`config.mk`:
```
export PLATFORM = sky130hd
export DESIGN_NAME = sem_cell
export DESIGN_NICKNAME = d
export VERILOG_FILES = /design/src/rtl/sem_pkg.sv /design/src/rtl/sem_counter.sv /design/src/rtl/sem_waitq.sv /design/src/rtl/sem_tag.sv /design/src/rtl/sem_cell.sv
export SDC_FILE = /design/constraint.sdc
export NUM_CORES = 1
export LEC_CHECK = 0
export BUFFER_PORTS_ARGS = -buffer_cell sky130_fd_sc_hd__buf_2
export CAP_MARGIN = 20
export CORE_MARGIN = 1
export CORE_UTILIZATION = 50
export CTS_BUF_LIST = sky130_fd_sc_hd__clkbuf_2
export DETAILED_ROUTE_END_ITERATION = 7
export PLACE_DENSITY = 0.82
export SLEW_MARGIN = 25
export SYNTH_ARGS = -nofsm -noshare
export SYNTH_HDL_FRONTEND = slang
export SYNTH_HIERARCHICAL = 1
export SYNTH_SLANG_ARGS = --single-unit
```
`constraint.sdc`:
```
create_clock -name clk -period 7.7 [get_ports clk]
set_clock_uncertainty 0.05 [all_clocks]
set_input_delay 1.54 -clock clk [delete_from_list [all_inputs] [get_ports clk]]
set_output_delay 1.54 -clock clk [all_outputs]
set_load 0.01 [all_outputs]
```
`src/rtl/sem_pkg.sv`:
```
package sem_pkg;

    typedef enum logic [1:0] {
        VIEW_CTRL = 2'b00,
        VIEW_WAIT = 2'b01,
        VIEW_TRY  = 2'b10,
        VIEW_RSVD = 2'b11
    } view_e;

    typedef enum logic [1:0] {
        ST_EMPTY = 2'b00,
        ST_WAIT  = 2'b01,
        ST_AVAIL = 2'b10,
        ST_SAT   = 2'b11
    } cell_state_e;

    localparam int TAG_FLAG_W  = 2;
    localparam int TAG_EMPTY_B = 0;
    localparam int TAG_FULL_B  = 1;
    localparam int TAG_TYPE_B  = 2;

endpackage

```
`src/rtl/sem_counter.sv`:
```
module sem_counter #(
    parameter int W = 16
) (
    input  logic         clk,
    input  logic         rst_n,
    input  logic         inc,
    input  logic         dec,
    output logic [W-1:0] cnt_q,
    output logic [W-1:0] cnt_nxt
);
    localparam logic [W-1:0] CNT_MAX = {W{1'b1}};

    always_comb begin
        cnt_nxt = cnt_q;
        if (inc && !dec) begin
            if (cnt_q != CNT_MAX) cnt_nxt = cnt_q + W'(1);
        end else if (dec && !inc) begin
            if (cnt_q != '0) cnt_nxt = cnt_q - W'(1);
        end
    end

    always_ff @(posedge clk) begin
        if (!rst_n) cnt_q <= '0;
        else        cnt_q <= cnt_nxt;
    end
endmodule

```
`src/rtl/sem_waitq.sv`:
```
module sem_waitq #(
    parameter int N  = 8,
    parameter int TW = 3
) (
    input  logic          clk,
    input  logic          rst_n,
    input  logic          set_en,
    input  logic [TW-1:0] set_tid,
    input  logic          rel_en,
    output logic [N-1:0]  map_q,
    output logic [N-1:0]  map_nxt,
    output logic [TW-1:0] low_tid
);
    always_comb begin
        low_tid = '0;
        for (int i = N - 1; i >= 0; i--) begin
            if (map_q[i]) low_tid = TW'(i);
        end
    end

    always_comb begin
        map_nxt = map_q;
        if (set_en) map_nxt[set_tid] = 1'b1;
        if (rel_en) map_nxt[low_tid] = 1'b0;
    end

    for (genvar g = 0; g < N; g++) begin : g_bit
        always_ff @(posedge clk) begin
            if (!rst_n) map_q[g] <= 1'b0;
            else        map_q[g] <= map_nxt[g];
        end
    end
endmodule

```
`src/rtl/sem_tag.sv`:
```
module sem_tag
    import sem_pkg::*;
(
    input  logic                  clk,
    input  logic                  rst_n,
    input  logic                  wr_en,
    input  logic [TAG_FLAG_W-1:0] wr_bits,
    output logic [TAG_FLAG_W-1:0] flags_q
);
    always_ff @(posedge clk) begin
        if (!rst_n) begin
            flags_q              <= '0;
            flags_q[TAG_EMPTY_B] <= 1'b1;
        end else if (wr_en) begin
            flags_q <= wr_bits;
        end
    end
endmodule

```
`src/rtl/sem_cell.sv`:
```
module sem_cell
    import sem_pkg::*;
#(
    parameter int THREADS = 8,
    parameter int CNT_W   = 16,
    localparam int TID_W  = (THREADS > 1) ? $clog2(THREADS) : 1
) (
    input  logic               clk,
    input  logic               rst_n,
    input  logic               req_valid,
    input  logic [1:0]         req_view,
    input  logic               req_write,
    input  logic [CNT_W-1:0]   req_wdata,
    input  logic [TID_W-1:0]   req_tid,
    output logic               rsp_valid,
    output logic [TID_W-1:0]   rsp_tid,
    output logic [CNT_W-1:0]   rsp_data,
    output logic [THREADS-1:0] blocked_map
);
    localparam logic [CNT_W-1:0] CNT_MAX = {CNT_W{1'b1}};

    cell_state_e state_q, state_nxt;
    view_e       view;

    logic [CNT_W-1:0]      cnt_q, cnt_nxt;
    logic [THREADS-1:0]    map_q, map_nxt;
    logic [TID_W-1:0]      low_tid;
    logic [TAG_FLAG_W-1:0] flags_q;
    logic [CNT_W-1:0]      tag_word;

    logic accept, is_pv, pv_rd, pv_wr, ctrl_rd, ctrl_wr;
    logic cnt_zero, have_waiters;
    logic do_inc, do_dec, do_block, do_release;
    logic rsp_v_nxt;
    logic [TID_W-1:0] rsp_tid_nxt;
    logic [CNT_W-1:0] rsp_data_nxt;
    logic unused_wdata;

    assign view         = view_e'(req_view);
    assign unused_wdata = ^req_wdata[CNT_W-1:TAG_FLAG_W];

    // A request counts only if its thread is not parked and its view is defined
    assign accept  = req_valid && !map_q[req_tid] && (view != VIEW_RSVD);
    assign is_pv   = (view == VIEW_WAIT) || (view == VIEW_TRY);
    assign pv_rd   = accept && is_pv && !req_write;
    assign pv_wr   = accept && is_pv && req_write;
    assign ctrl_rd = accept && (view == VIEW_CTRL) && !req_write;
    assign ctrl_wr = accept && (view == VIEW_CTRL) && req_write;

    always_comb begin
        tag_word                          = '0;
        tag_word[TAG_FLAG_W-1:0]          = flags_q;
        tag_word[TAG_TYPE_B]              = 1'b0;
    end

    sem_counter #(.W(CNT_W)) u_count (
        .clk     (clk),
        .rst_n   (rst_n),
        .inc     (do_inc),
        .dec     (do_dec),
        .cnt_q   (cnt_q),
        .cnt_nxt (cnt_nxt)
    );

    sem_waitq #(.N(THREADS), .TW(TID_W)) u_waitq (
        .clk     (clk),
        .rst_n   (rst_n),
        .set_en  (do_block),
        .set_tid (req_tid),
        .rel_en  (do_release),
        .map_q   (map_q),
        .map_nxt (map_nxt),
        .low_tid (low_tid)
    );

    sem_tag u_tag (
        .clk     (clk),
        .rst_n   (rst_n),
        .wr_en   (ctrl_wr),
        .wr_bits (req_wdata[TAG_FLAG_W-1:0]),
        .flags_q (flags_q)
    );

    // State register
    always_ff @(posedge clk) begin
        if (!rst_n) state_q <= ST_EMPTY;
        else        state_q <= state_nxt;
    end

    // Next state follows the count and bitmap values being loaded this cycle
    always_comb begin
        if (cnt_nxt == '0)          state_nxt = (|map_nxt) ? ST_WAIT : ST_EMPTY;
        else if (cnt_nxt == CNT_MAX) state_nxt = ST_SAT;
        else                         state_nxt = ST_AVAIL;
    end

    // Outputs and datapath controls decoded from the current state
    always_comb begin
        cnt_zero     = 1'b0;
        have_waiters = 1'b0;
        unique case (state_q)
            ST_EMPTY: cnt_zero = 1'b1;
            ST_WAIT: begin
                cnt_zero     = 1'b1;
                have_waiters = 1'b1;
            end
            ST_AVAIL: cnt_zero = 1'b0;
            ST_SAT:   cnt_zero = 1'b0;
        endcase

        do_release   = pv_wr && have_waiters;
        do_inc       = pv_wr;
        do_dec       = (pv_rd && !cnt_zero) || do_release;
        do_block     = pv_rd && cnt_zero && (view == VIEW_WAIT);

        rsp_v_nxt    = 1'b0;
        rsp_tid_nxt  = req_tid;
        rsp_data_nxt = '0;
        if (ctrl_rd) begin
            rsp_v_nxt    = 1'b1;
            rsp_data_nxt = tag_word;
        end else if (pv_rd && !cnt_zero) begin
            rsp_v_nxt    = 1'b1;
            rsp_data_nxt = cnt_q;
        end else if (pv_rd && (view == VIEW_TRY)) begin
            rsp_v_nxt    = 1'b1;
            rsp_data_nxt = '0;
        end else if (do_release) begin
            rsp_v_nxt    = 1'b1;
            rsp_tid_nxt  = low_tid;
            rsp_data_nxt = cnt_q + CNT_W'(1);
        end
    end

    always_ff @(posedge clk) begin
        if (!rst_n) begin
            rsp_valid <= 1'b0;
            rsp_tid   <= '0;
            rsp_data  <= '0;
        end else begin
            rsp_valid <= rsp_v_nxt;
            rsp_tid   <= rsp_tid_nxt;
            rsp_data  <= rsp_data_nxt;
        end
    end

    assign blocked_map = map_q;
endmodule

```
==> Yosys cells after proc, flatten, opt, wreduce, memory -nomap -nowiden <==
Index checks and enable logic that the tools add are counted.
{ "op_classes": {"n_eq_ne": 8, "add_sub_neg": 2, "n_lt_le_gt_ge": 4, "bitwise": 4, "mux": 37, "n_reduce_logical": 32} }
{ "op_table": {"columns": ["op", "n"], "rows": [
  ["$mux W16", 7],
  ["$mux W3", 12],
  ["$logic_and A1 B1 Y1", 17],
  ["$add A16 B1 Y16 const B", 1],
  ["$eq A16 B16 Y1 const B", 1],
  ["$logic_not A16 Y1", 1],
  ["$mux W8", 2],
  ["$ne A16 B16 Y1 const B", 1],
  ["$reduce_bool A16 Y1", 1],
  ["$sub A16 B1 Y16 const B", 1],
  ["$mux W1", 10],
  ["$and A8 B8 Y8", 1],
  ["$lt A3 B4 Y1 const B", 2],
  ["$not A8 Y8", 1],
  ["$or A8 B8 Y8", 1],
  ["$reduce_or A8 Y1", 1],
  ["$demux W1 S3", 2],
  ["$eq A2 B2 Y1 const B", 3],
  ["$ge A3 B1 Y1 const B", 2],
  ["$reduce_or A2 Y1", 3],
  ["$logic_not A1 Y1", 5],
  ["$eq A2 B1 Y1 const B", 2],
  ["$logic_not A2 Y1", 2],
  ["$mux W2", 2],
  ["other kinds (5)", 6]
]} }
{ "totals": {"regBits": 48, "wordCells": 102} }

==> Logic depth before layout (Yosys ltp) <==
Gate-level depths: netlist of run 1.
{ "depth": {"ltp_word": 18, "ltp_mapped": 14, "mapped_depth_nobuf": 13} }

==> Cells and area by module <==
Netlist of run 1, hierarchy kept.
{ "modules_own_cells": {"columns": ["mod", "n_inst", "area_per_inst_um2", "cells_per_inst", "seq_area_each_um2"], "rows": [
  ["sem_cell", 1, 1470.2, 169, 440.4],
  ["sem_counter", 1, 1437.6, 176, 320.3],
  ["sem_waitq", 1, 481.7, 59, 160.2],
  ["sem_tag", 1, 70.1, 6, 40.0]
]} }

==> Worst setup path before layout of run 1 <==
Ideal clock, no wire load.
{ "synth_timing": {"path_type": "input to register", "from": "input port req_view[0]", "to": "register state_q[0]", "arrival_ns": 4.322, "path_buffers": 1, "path_stages": 14, "setup_ns": 0.058, "path_slack_ns": 3.270, "path_cell_list": "inv_1 -> ha_1 -> nand3b_1 -> clkbuf_1 -> a21oi_1 -> nand2b_1 -> or3_1 -> nor4_1 -> o21a_1 -> nor2_1 -> nor4_1 -> nand4_1 -> a21oi_1 -> o21a_1"} }
{ "synth_between": {"elab_chain_cells": 12, "elab_cells_between_ends": 28} }
{ "synth_rtl": {"columns": ["element", "line", "text"], "rows": [
  ["start: declaration", "sem_cell.sv:11", "input logic [1:0] req_view,"],
  ["$ne A2 B2 Y1 (tied with other cells)", "sem_cell.sv:43", "assign accept = req_valid && !map_q[req_tid] && (view != VIEW_RSVD);"],
  ["$logic_and A1 B1 Y1 / $logic_or A1 B1 Y1 (equally long branches)", "sem_cell.sv:43, sem_cell.sv:44", null],
  ["$logic_and A1 B1 Y1 (*)", "sem_cell.sv:45, sem_cell.sv:46", null],
  ["$logic_and A1 B1 Y1 (on tied branches)", "sem_cell.sv:45, sem_cell.sv:46", null],
  ["$logic_and A1 B1 Y1 (on tied branches)", "sem_cell.sv:113, sem_cell.sv:111", null],
  ["$logic_or A1 B1 Y1 (*)", "sem_cell.sv:113", "do_dec = (pv_rd && !cnt_zero) || do_release;"],
  ["net do_dec", "sem_cell.sv:33", "logic do_inc, do_dec, do_block, do_release;"],
  ["$logic_and A1 B1 Y1 / $logic_not A1 Y1 (equally long branches)", "sem_counter.sv:17, sem_counter.sv:15", null],
  ["$mux W16 / $logic_and A1 B1 Y1 (equally long branches)", "sem_counter.sv:17, sem_counter.sv:15", null],
  ["$mux W16 (*)", "sem_counter.sv:15", "if (inc && !dec) begin"],
  ["net cnt_nxt[14]", "sem_cell.sv:25", "logic [CNT_W-1:0] cnt_q, cnt_nxt;"],
  ["$eq A16 B16 Y1", "sem_cell.sv:93", "else if (cnt_nxt == CNT_MAX) state_nxt = ST_SAT;"],
  ["$mux W1", "sem_cell.sv:93", null],
  ["$mux W2 (*)", "sem_cell.sv:92", "if (cnt_nxt == '0) state_nxt = (|map_nxt) ? ST_WAIT : ST_EMPTY;"],
  ["end signal: assignment", "sem_cell.sv:87", "else state_q <= state_nxt;"],
  ["end: declaration", "sem_cell.sv:22", "cell_state_e state_q, state_nxt;"]
]} }
The timed path passes the listed nets; every way through them passes the cells marked *.
A chain may end at the register's enable or synchronous reset.

==> Worst setup path in the final report of run 1 <==
{ "layout_timing": {"from": "input port req_tid[1]", "to": "register state_q[0]"} }
{ "layout_between": {"elab_chain_cells": 15, "elab_cells_between_ends": 34} }
{ "layout_rtl": {"columns": ["element", "line", "text"], "rows": [
  ["start: declaration", "sem_cell.sv:14", "input logic [TID_W-1:0] req_tid,"],
  ["$bmux W1 S3 (*)", "sem_cell.sv:43", null],
  ["$mux W1 (not written as such) (*)", "sem_cell.sv:43", null],
  ["$logic_not A1 Y1 (*)", "sem_cell.sv:43", null],
  ["$logic_and A1 B1 Y1 (*) (2 in series)", "sem_cell.sv:43", null],
  ["$logic_and A1 B1 Y1 (*) (2 in series)", "sem_cell.sv:46", "assign pv_wr = accept && is_pv && req_write;"],
  ["net do_inc", "sem_cell.sv:33", null],
  ["$logic_and A1 B1 Y1", "sem_cell.sv:111", "do_release = pv_wr && have_waiters;"],
  ["$logic_or A1 B1 Y1", "sem_cell.sv:113", null],
  ["$logic_and A1 B1 Y1 / $logic_not A1 Y1 (equally long branches)", "sem_counter.sv:17, sem_counter.sv:15", null],
  ["$mux W16 / $logic_and A1 B1 Y1 (equally long branches)", "sem_counter.sv:17, sem_counter.sv:15", null],
  ["$mux W16 (*)", "sem_counter.sv:15", null],
  ["net cnt_nxt[14]", "sem_cell.sv:25", null],
  ["$eq A16 B16 Y1", "sem_cell.sv:93", null],
  ["$mux W1", "sem_cell.sv:93", null],
  ["$mux W2 (*)", "sem_cell.sv:92", null]
]} }
The timed path passes the listed nets; every way through them passes the cells marked *. The select of a mux whose other input is x is not followed.

==> results of run 1 <==
[path summary, 6_finish.rpt]
path	slack, ns	endpoint	cells after the start	from
worst max-delay path	2.65	state_q[0]	14	req_tid[1]
worst min-delay path	0.44	rsp_data[0]	2	u_tag/flags_q[0]
worst max register to register	3.62	state_q[0]	13	u_waitq/map_q[1]
worst min register to register	0.44	rsp_data[0]	2	u_tag/flags_q[0]
[per-layer routing]
metal / GRT usage / up-vias / share of wire
li1: - / 1626 / -
met1: 0.332 / 1622 / 0.44
met2: 0.391 / 152 / 0.47
met3: 0.0311 / 28 / 0.062
met4: 0.108 / 0 / 0.030
met5: 0 / - / 0
[cells in the final DEF, fill, tap and decap left out, types with 6 or more instances in the layout]
master / count
buf_2: 38
nand3_1: 13
a211oi_1: 8
o22ai_1: 7
a31oi_1: 11
a311oi_2: 6
nor2_1: 25
nand2b_1: 12
ha_1: 8
xnor2_1: 7
or4_1: 6
mux2i_1: 12
and2_1: 11
or3_1: 6
nor2b_1: 8
nand4_1: 10
a21oi_1: 18
o21ai_0: 17
inv_1: 9
nor3_1: 12
a311oi_1: 6
and3_1: 6
nand2_1: 33
nor4_1: 12
dfxtp_1: 48
[cell usage after synthesis, drive strengths merged (6+ instances only)]
master	instances
buf	12
nand4	12
nor3	12
nor2b	8
nor4	17
clkbuf	8
ha	8
nand3	13
nand2	33
nand2b	12
and2	11
or4	7
nor2	29
dfxtp	48
xnor2	7
mux2i	12
and3	6
a311oi	12
a211oi	8
a31oi	11
a41oi	6
or3	7
inv	10
a21oi	18
o22ai	8
o21ai	19
[per-stage QoR]
| stage | area, um^2 | total power [uW] | worst slack, ns | util | std cells |
|---|---|---|---|---|---|
| after detailed placement | 3630 | 382 | 2.25 | 0.556 | 505 |
| after CTS | 3670 | 483 | 2.74 | 0.561 | 512 |
| after global placement | 3630 | 380 | 2.28 | 0.556 | 505 |
| after floorplan | 3460 | 354 | 3.27 | - | 410 |
| final | 3670 | 481 | 2.65 | 0.562 | 512 |
| after global routing | 3670 | 510 | 2.39 | 0.562 | 512 |
[sequential cells by signal (all words and copies together), names as in the netlist]
signal / cells
u_tag/flags_q: 2
u_waitq/map_q: 8
rsp_valid: 1
u_count/cnt_q: 16
rsp_tid: 3
rsp_data: 16
state_q: 2
[final cells by class]
class                           instances  area, um^2  area share
Clock buffer                            5        25.0     0.00681
Clock inverter                          2        12.5     0.00341
Inverter                               10        37.5      0.0102
Multi-Input combinational cell        332        2350       0.640
Sequential cell                        48         961       0.262
Tap cell                               77        96.3      0.0262
Timing Repair Buffer                   38         190      0.0518
[cell families (layout without fill, tap and decap cells)]
logic type	Yosys count	count (layout)	share of synthesized area
compound gates	105	105	0.235
xor+xnor	10	10	0.0253
fa+ha+maj	8	8	0.0289
buf+inv	30	55	0.0445
flops	48	48	0.278
mux	15	15	0.0456
simple gates	194	194	0.342
[critical path, delay by kind of cell]
kind,cells,cell delay (ns)
multiplexers,1,0.40
AND/OR/NAND/NOR,7,2.30
buffers and inverters,1,0.21
AO/OA/AOI/OAI,5,0.92
[power by group through the flow]
| stage | combinational [uW] | clock, uW | sequential (uW) |
|---|---|---|---|
| 2_1_floorplan | 84.6 | 0 | 269 |
| 3_3_place_gp | 106 | 0 | 273 |
| 3_5_place_dp | 107 | 0 | 274 |
| 4_1_cts | 109 | 105 | 269 |
| 5_1_grt | 122 | 116 | 272 |
| 6_report | 111 | 101 | 270 |
==> impl_metrics.yaml, run 1 <==
status:
  outcome: "completed"
routing:
  drtPass1Iterations: 6
  antenna_left: 0
  avgRoutedWirePerCell_um: 16.9
  num_vias: 3428
  drt-total-wl_mm: 8.65
  drc: 0
  drt-initial-drc-count: 409
  viasPerCell: 6.70
yosys:
  postSynthNetCount: 443
  synth_top_cell_area_share: 0.278
  synth-warning-count: 6
  avgSynthCellArea_um2: 8.44
  ys_ff_latch: 48
  synthFlopType: "dfxtp_1"
  synthTopCellsByArea: "dfxtp_1 (28%), nand2_1 (3.6%), mux2i_1 (3.5%), ha_1 (2.9%), nor2_1 (2.7%)"
  synth_edf_count: 0
  netlist_instances: 410
  synth_top_cell_by_area: "dfxtp_1"
  async_flop_share: 0
  synth-seq-area-share: 0.278
  syn_area_um2: 3460
  yosys.cell_types.count: 72
worst_hold_path:
  min_path_type: "reg2reg"
global_route:
  grt_pass1_wl_mm: 14.4
  grt_usage: 0.245
  grt_max_degree: 39
  grt-ovfl-total: 0
  grt_antenna_before_repair: 0
  grt_pass1_vias: 3046
power:
  pwr-share-comb: 0.231
  total_leakage_power_uw: 0.00136
  vdd_drop_max_v: 0.0000622
  power_density_nw_per_um2: 131
  pwr-share-seq: 0.560
  power.switching_uw: 161
  power.share.clock: 0.209
  switching_share: 0.334
  internal_power_uw: 321
sta:
  hold_viol_final: 0
  setup_tns_ns: 0
  whs_ns: 0.443
  fin_crit_ns: 5.05
  fmax_mhz: 198
  slew_headroom: 0.476
  rsz0062_at_grt: "false"
  timing.final.crit_share: 0.656
  tightest_slew_ns: 0.766
  drv_slew: 0
  setup_viol: 0
critical_path:
  worstPathArrival_ns: 5.38
  cp-start-kind: "input pin"
  critPathMaxStageDelay_ns: 0.57
  cp.required_ns: 8.03
  cp-end-kind: "flop"
  path_cells: "buf_2, mux2_2, o22ai_4, o21ai_0, nor2_1, nand2b_1, or3_1, nor4_1, o21a_1, nor2_1, nor4_1, nand4_1, a21oi_1, o21a_1"
  slowest_stage: "nor2_1"
  path_class: "in2reg"
  critPathMaxFanout: 11
layout:
  synthToLayoutAreaGrowth_pct: 6.18
  fillers: 590
  antenna_cells: 0
  drive_gt1_frac: 0.186
  final_nets: 468
floorplan:
  die_width_um: 85.2
  start_util: 0.530
  num_rows: 29
  die_h_um: 85.2
  core_area_um2: 6530
  io_pins: 53
  dieArea_um2: 7260
placement:
  dpl.hpwl_mm: 6.26
  gp_congestion: 0.915
  io_buffers: 38
clock_tree:
  cts-root-buf: "clkbuf_2"
  cts.sinks: 48
  clk_pin_slew_ns: 0.23
  postCtsSetupRepairBufs: 0
  cts_max_path_buffers: 2
  cts_buffers: 5
  cts_resized: 0
  insertion_delay_ns: 0.41
  ctsHoldBuffers: 0
  cts_tree: "done"
  htreeDepth: 2
flow_run:
  drv_cap: 0
Note: power is estimated with default switching activity, not from simulation.
==> run 2: changes to the inputs <==
- PLACE_DENSITY: 0.82 -> 0.84
- clock period: 7.7 -> 4.3 ns (I/O delays scaled with it)
==> run 2 against run 1 <==
Compared with the run above:
- largest power group unchanged
- utilization grew 3.1 points
- critical path depth is the same
- worst hold slack lost 0.015 ns
- sequential power grew 76%
- design area grew 5.5%
- via count grew 3.1%
- sequential share of layout area shrank 1.4 points
- combinational power grew 110%
- first-iteration DRC count shrank 30%
- power grew 87%
- worst setup slack lost 2.2 ns
- critical endpoint unchanged
==> impl_metrics.yaml, run 2 (synthesis results as in run 1) <==
status:
  outcome: "completed"
sta:
  hold_viol_final: 0
  rsz0062_at_grt: "false"
  tightest_slew_ns: 0.790
  setup_viol: 0
  fin_ws_ns: 0.411
  timing.final.crit_share: 0.904
  drv_slew: 0
  fin_crit_ns: 3.89
  slew_headroom: 0.473
  fmax_mhz: 257
  setup_tns_ns: 0
critical_path:
  critPathMaxFanout: 7
  slowest_stage: "nor2_1"
  worstPathArrival_ns: 4.26
  path_class: "in2reg"
  worstSetupStartpoint: "req_tid[1]"
  critical_path.endpoint: "state_q[0]"
  cp-start-kind: "input pin"
  r2r_start: "u_waitq/map_q[0]"
  r2r_setup_slack_ns: 0.66
  r2r-end: "state_q[0]"
  critPathMaxStageDelay_ns: 0.50
  path_cells: "buf_2, mux2_2, a2bb2o_4, o21ai_0, nor2_1, nand4b_1, or4_1, a211oi_1, o22ai_1, nor4_1, buf_4, nand4_1, a21oi_1, o21a_1"
  cp.required_ns: 4.67
  cp-end-kind: "flop"
  r2r_cells: 14
clock_tree:
  insertion_delay_ns: 0.45
  cts.sinks: 48
  cts_resized: 0
  postCtsSetupRepairBufs: 0
  htreeDepth: 2
  cts-root-buf: "clkbuf_2"
  cts_max_path_buffers: 2
  cts_buffers: 5
  ctsHoldBuffers: 0
  clk_pin_slew_ns: 0.26
  cts_tree: "done"
flow_run:
  drv_cap: 0
layout:
  mostFrequentLayoutCell: "dfxtp_1"
  largest_registers: "rsp_data x16, u_count/cnt_q x16, u_waitq/map_q x8"
  layout_common_cells: "dfxtp_1 (48), buf_2 (38), nand2_1 (33)"
  final_nets: 495
  utilization: 0.593
  antenna_cells: 0
  synthToLayoutAreaGrowth_pct: 12.0
  drive_gt1_frac: 0.235
  fillers: 583
routing:
  drtPass1Iterations: 5
  viasPerCell: 6.55
  avgRoutedWirePerCell_um: 16.6
  num_vias: 3535
  drc: 0
  drt-initial-drc-count: 288
  drt-total-wl_mm: 8.99
  antenna_left: 0
placement:
  io_buffers: 38
  place_ws_ns: -0.0366
  dpl.hpwl_mm: 6.63
  gp_congestion: 0.968
floorplan:
  io_pins: 53
  core_area_um2: 6530
  die_width_um: 85.2
  num_rows: 29
  die_h_um: 85.2
  dieArea_um2: 7260
  start_util: 0.530
power:
  pwr-share-seq: 0.528
  power_density_nw_per_um2: 232
  total_leakage_power_uw: 0.00150
  internal_power_uw: 592
  power.switching_uw: 307
  switching_share: 0.341
  vdd_drop_max_v: 0.0000867
  pwr-share-comb: 0.255
  power.share.clock: 0.217
global_route:
  grt_usage: 0.253
  grt_antenna_before_repair: 0
  grt-ovfl-total: 0
  grt_max_degree: 39
  met3_usage: 0.0389
  grt_use_met1: 0.319
  grt_pass1_vias: 3290
  grt_pass1_wl_mm: 15.0
  grtUsageMet2: 0.428
  busiest_layer: "met2"
worst_hold_path:
  min_path_type: "reg2reg"
run 2: power groups by stage:
stage	combinational [uW]	clock [uW]	sequential (uW)
floorplan	151	0	482
global placement	216	0	482
detailed placement	223	0	482
CTS	225	200	474
global route	248	220	478
finish	229	195	474
run 2: layout make-up:
| cell class | instances | area (um^2) | area share |
|---|---|---|---|
| clock buffer | 5 | 25.0 | 0.00646 |
| clock inverter | 3 | 18.8 | 0.00484 |
| tap | 77 | 96.3 | 0.0249 |
| timing repair buffer | 65 | 393 | 0.101 |
| multi-input combinational | 332 | 2340 | 0.605 |
| sequential | 48 | 961 | 0.248 |
| inverter | 10 | 37.5 | 0.00968 |
run 2: per-layer routing:
layer / vias up / wire length, um
met3: 24 / 547
met1: 1686 / 3800
met4: 0 / 252
li1: 1678 / -
met5: - / 0
met2: 147 / 4380
run 2: how the worst min path moves through the flow:
stage	start	to	depth (start not counted)
finish	u_tag/flags_q[0]	rsp_data[0]	2
detailed placement	u_tag/flags_q[0]	rsp_data[0]	2
CTS	u_tag/flags_q[0]	rsp_data[0]	2
global route	u_tag/flags_q[0]	rsp_data[0]	2
global placement	u_tag/flags_q[0]	rsp_data[0]	2
floorplan	u_tag/flags_q[0]	rsp_data[0]	2
run 2: critical path: cells and delay by family:
kind	cells	cell delay, ns
and+or+nand+nor	5	1.58
AOI/OAI and AO/OA	6	1.07
muxes	1	0.38
buffers and inverters	2	0.35
run 2: per-stage QoR:
step                      hold slack (ns)  std cells  power, uW  instance area [um^2]
final                               0.428        540        899                  3880
after global routing                0.451        540        946                  3880
after CTS                           0.436        540        899                  3880
after detailed placement            0.407        532        705                  3830
after global placement              0.403        532        698                  3830
after floorplan                     0.381        410        633                  3460
==> run 3: changes to the inputs <==
- RECOVER_POWER: default -> 25
==> run 3 against run 2 <==
Compared with the run above:
- cell count unchanged
- register-to-register slack about the same
- sequential share of layout area increased by 0.14 points
- worst setup slack got worse by 0.0093 ns
- largest power group unchanged
- worst hold slack about the same
- via count decreased by 0.62%
==> impl_metrics.yaml, run 3 (synthesis results as in run 1) <==
status:
  outcome: "completed"
sta:
  tightest_slew_ns: 0.797
  fin_crit_ns: 3.90
  drv_slew: 0
  timing.final.crit_share: 0.907
  fmax_mhz: 257
  whs_ns: 0.427
  setup_viol: 0
  rsz0062_at_grt: "false"
  slew_headroom: 0.468
  hold_viol_final: 0
clock_tree:
  cts_tree: "done"
  postCtsSetupRepairBufs: 0
  insertion_delay_ns: 0.44
  cts_buffers: 5
  htreeDepth: 2
  cts_resized: 0
  cts_max_path_buffers: 2
  ctsHoldBuffers: 0
  cts.sinks: 48
  cts-root-buf: "clkbuf_2"
  clk_pin_slew_ns: 0.26
critical_path:
  critPathMaxFanout: 7
  worstPathArrival_ns: 4.26
  cp-start-kind: "input pin"
  cp.required_ns: 4.66
  cp-end-kind: "flop"
  r2r_cells: 13
  path_class: "in2reg"
routing:
  antenna_left: 0
  drt-initial-drc-count: 317
  drc: 0
  num_vias: 3513
  drt-total-wl_mm: 8.97
  viasPerCell: 6.51
  drtPass1Iterations: 5
  avgRoutedWirePerCell_um: 16.6
placement:
  placed_cell_area_um2: 3830
  dpl.hpwl_mm: 6.63
  gp_congestion: 0.968
  io_buffers: 38
global_route:
  grt_pass1_vias: 3290
  busiest_layer: "met2"
  grt_use_met1: 0.319
  grtUsageMet2: 0.428
  grt_max_degree: 39
  met3_usage: 0.0389
  grt_usage: 0.253
  grt-ovfl-total: 0
  grt_pass1_wl_mm: 15.0
  grt_antenna_before_repair: 0
floorplan:
  die_h_um: 85.2
  io_pins: 53
  die_width_um: 85.2
  dieArea_um2: 7260
  start_util: 0.530
  num_rows: 29
  core_area_um2: 6530
layout:
  drive_gt1_frac: 0.197
  antenna_cells: 0
  synthToLayoutAreaGrowth_pct: 11.4
  largest_registers: "rsp_data x16, u_count/cnt_q x16, u_waitq/map_q x8"
  final_nets: 495
  layout_common_cells: "dfxtp_1 (48), nand2_1 (33), buf_4 (27)"
  design_area_um2: 3850
  mostFrequentLayoutCell: "dfxtp_1"
worst_hold_path:
  min_path_cells: 2
  min_path_type: "reg2reg"
flow_run:
  drv_cap: 0
power:
  total_leakage_power_uw: 0.00142
  vdd_drop_max_v: 0.0000874
  power_density_nw_per_um2: 233
## run 3: cell types whose count changed in the layout (fill, tap and decap cells not counted)
cell      previous run  this run
buf_2               38        21
clkbuf_1             0        17
mux2_1               0         1
mux2_2               2         1
## run 3: routing by layer
| layer | wire length (um) | share of wire |
|---|---|---|
| met1 | 3760 | 0.42 |
| met4 | 244 | 0.027 |
| met5 | 0 | 0 |
| met3 | 659 | 0.073 |
| met2 | 4310 | 0.48 |
## run 3: final timing paths
| path | end | start | slack, ns |
|---|---|---|---|
| setup / recovery | state_q[0] | req_tid[1] | 0.40 |
| hold / removal | rsp_data[0] | u_tag/flags_q[0] | 0.43 |
| setup reg to reg | state_q[0] | u_waitq/map_q[7] | 0.65 |
| hold reg to reg | rsp_data[0] | u_tag/flags_q[0] | 0.43 |
## run 3: layout make-up
| cell class | instances | area, um^2 |
|---|---|---|
| fillers | 593 | 2680 |
| multi-input cells | 332 | 2340 |
| flip-flops and latches | 48 | 961 |
| repair buffers | 65 | 372 |
| well taps | 77 | 96.3 |
| inverters | 10 | 37.5 |
| clock buffers | 5 | 25.0 |
| clock inverters | 3 | 18.8 |
## run 3: where the power goes
group          internal, uW  switching [uW]  total (uW)
Clock                  39.6             154         194
Sequential              458            16.9         474
Combinational          94.6             135         230
Total                   592             306         898
## run 3: metrics by stage
stage	TNS (ns)	total power (uW)	setup WS, ns	cells	utilization
3_3_place_gp	0	698	0.116	532	0.587
4_1_cts	0	899	0.439	540	0.593
6_report	0	898	0.402	540	0.590
3_5_place_dp	-0.0370	705	-0.0366	532	0.587
2_1_floorplan	0	633	0.550	410	-
5_1_grt	0	945	0.116	540	0.590
## run 3: worst max-delay path, stage by stage
cell and delay (ns):
buf_2 0.18, mux2_1 0.39, a2bb2o_4 0.23, o21ai_0 0.12, nor2_1 0.50, nand4b_1 0.16, or4_1 0.49, a211oi_1 0.26
o22ai_1 0.17, nor4_1 0.30, buf_4 0.16, nand4_1 0.13, a21oi_1 0.17, o21a_1 0.13
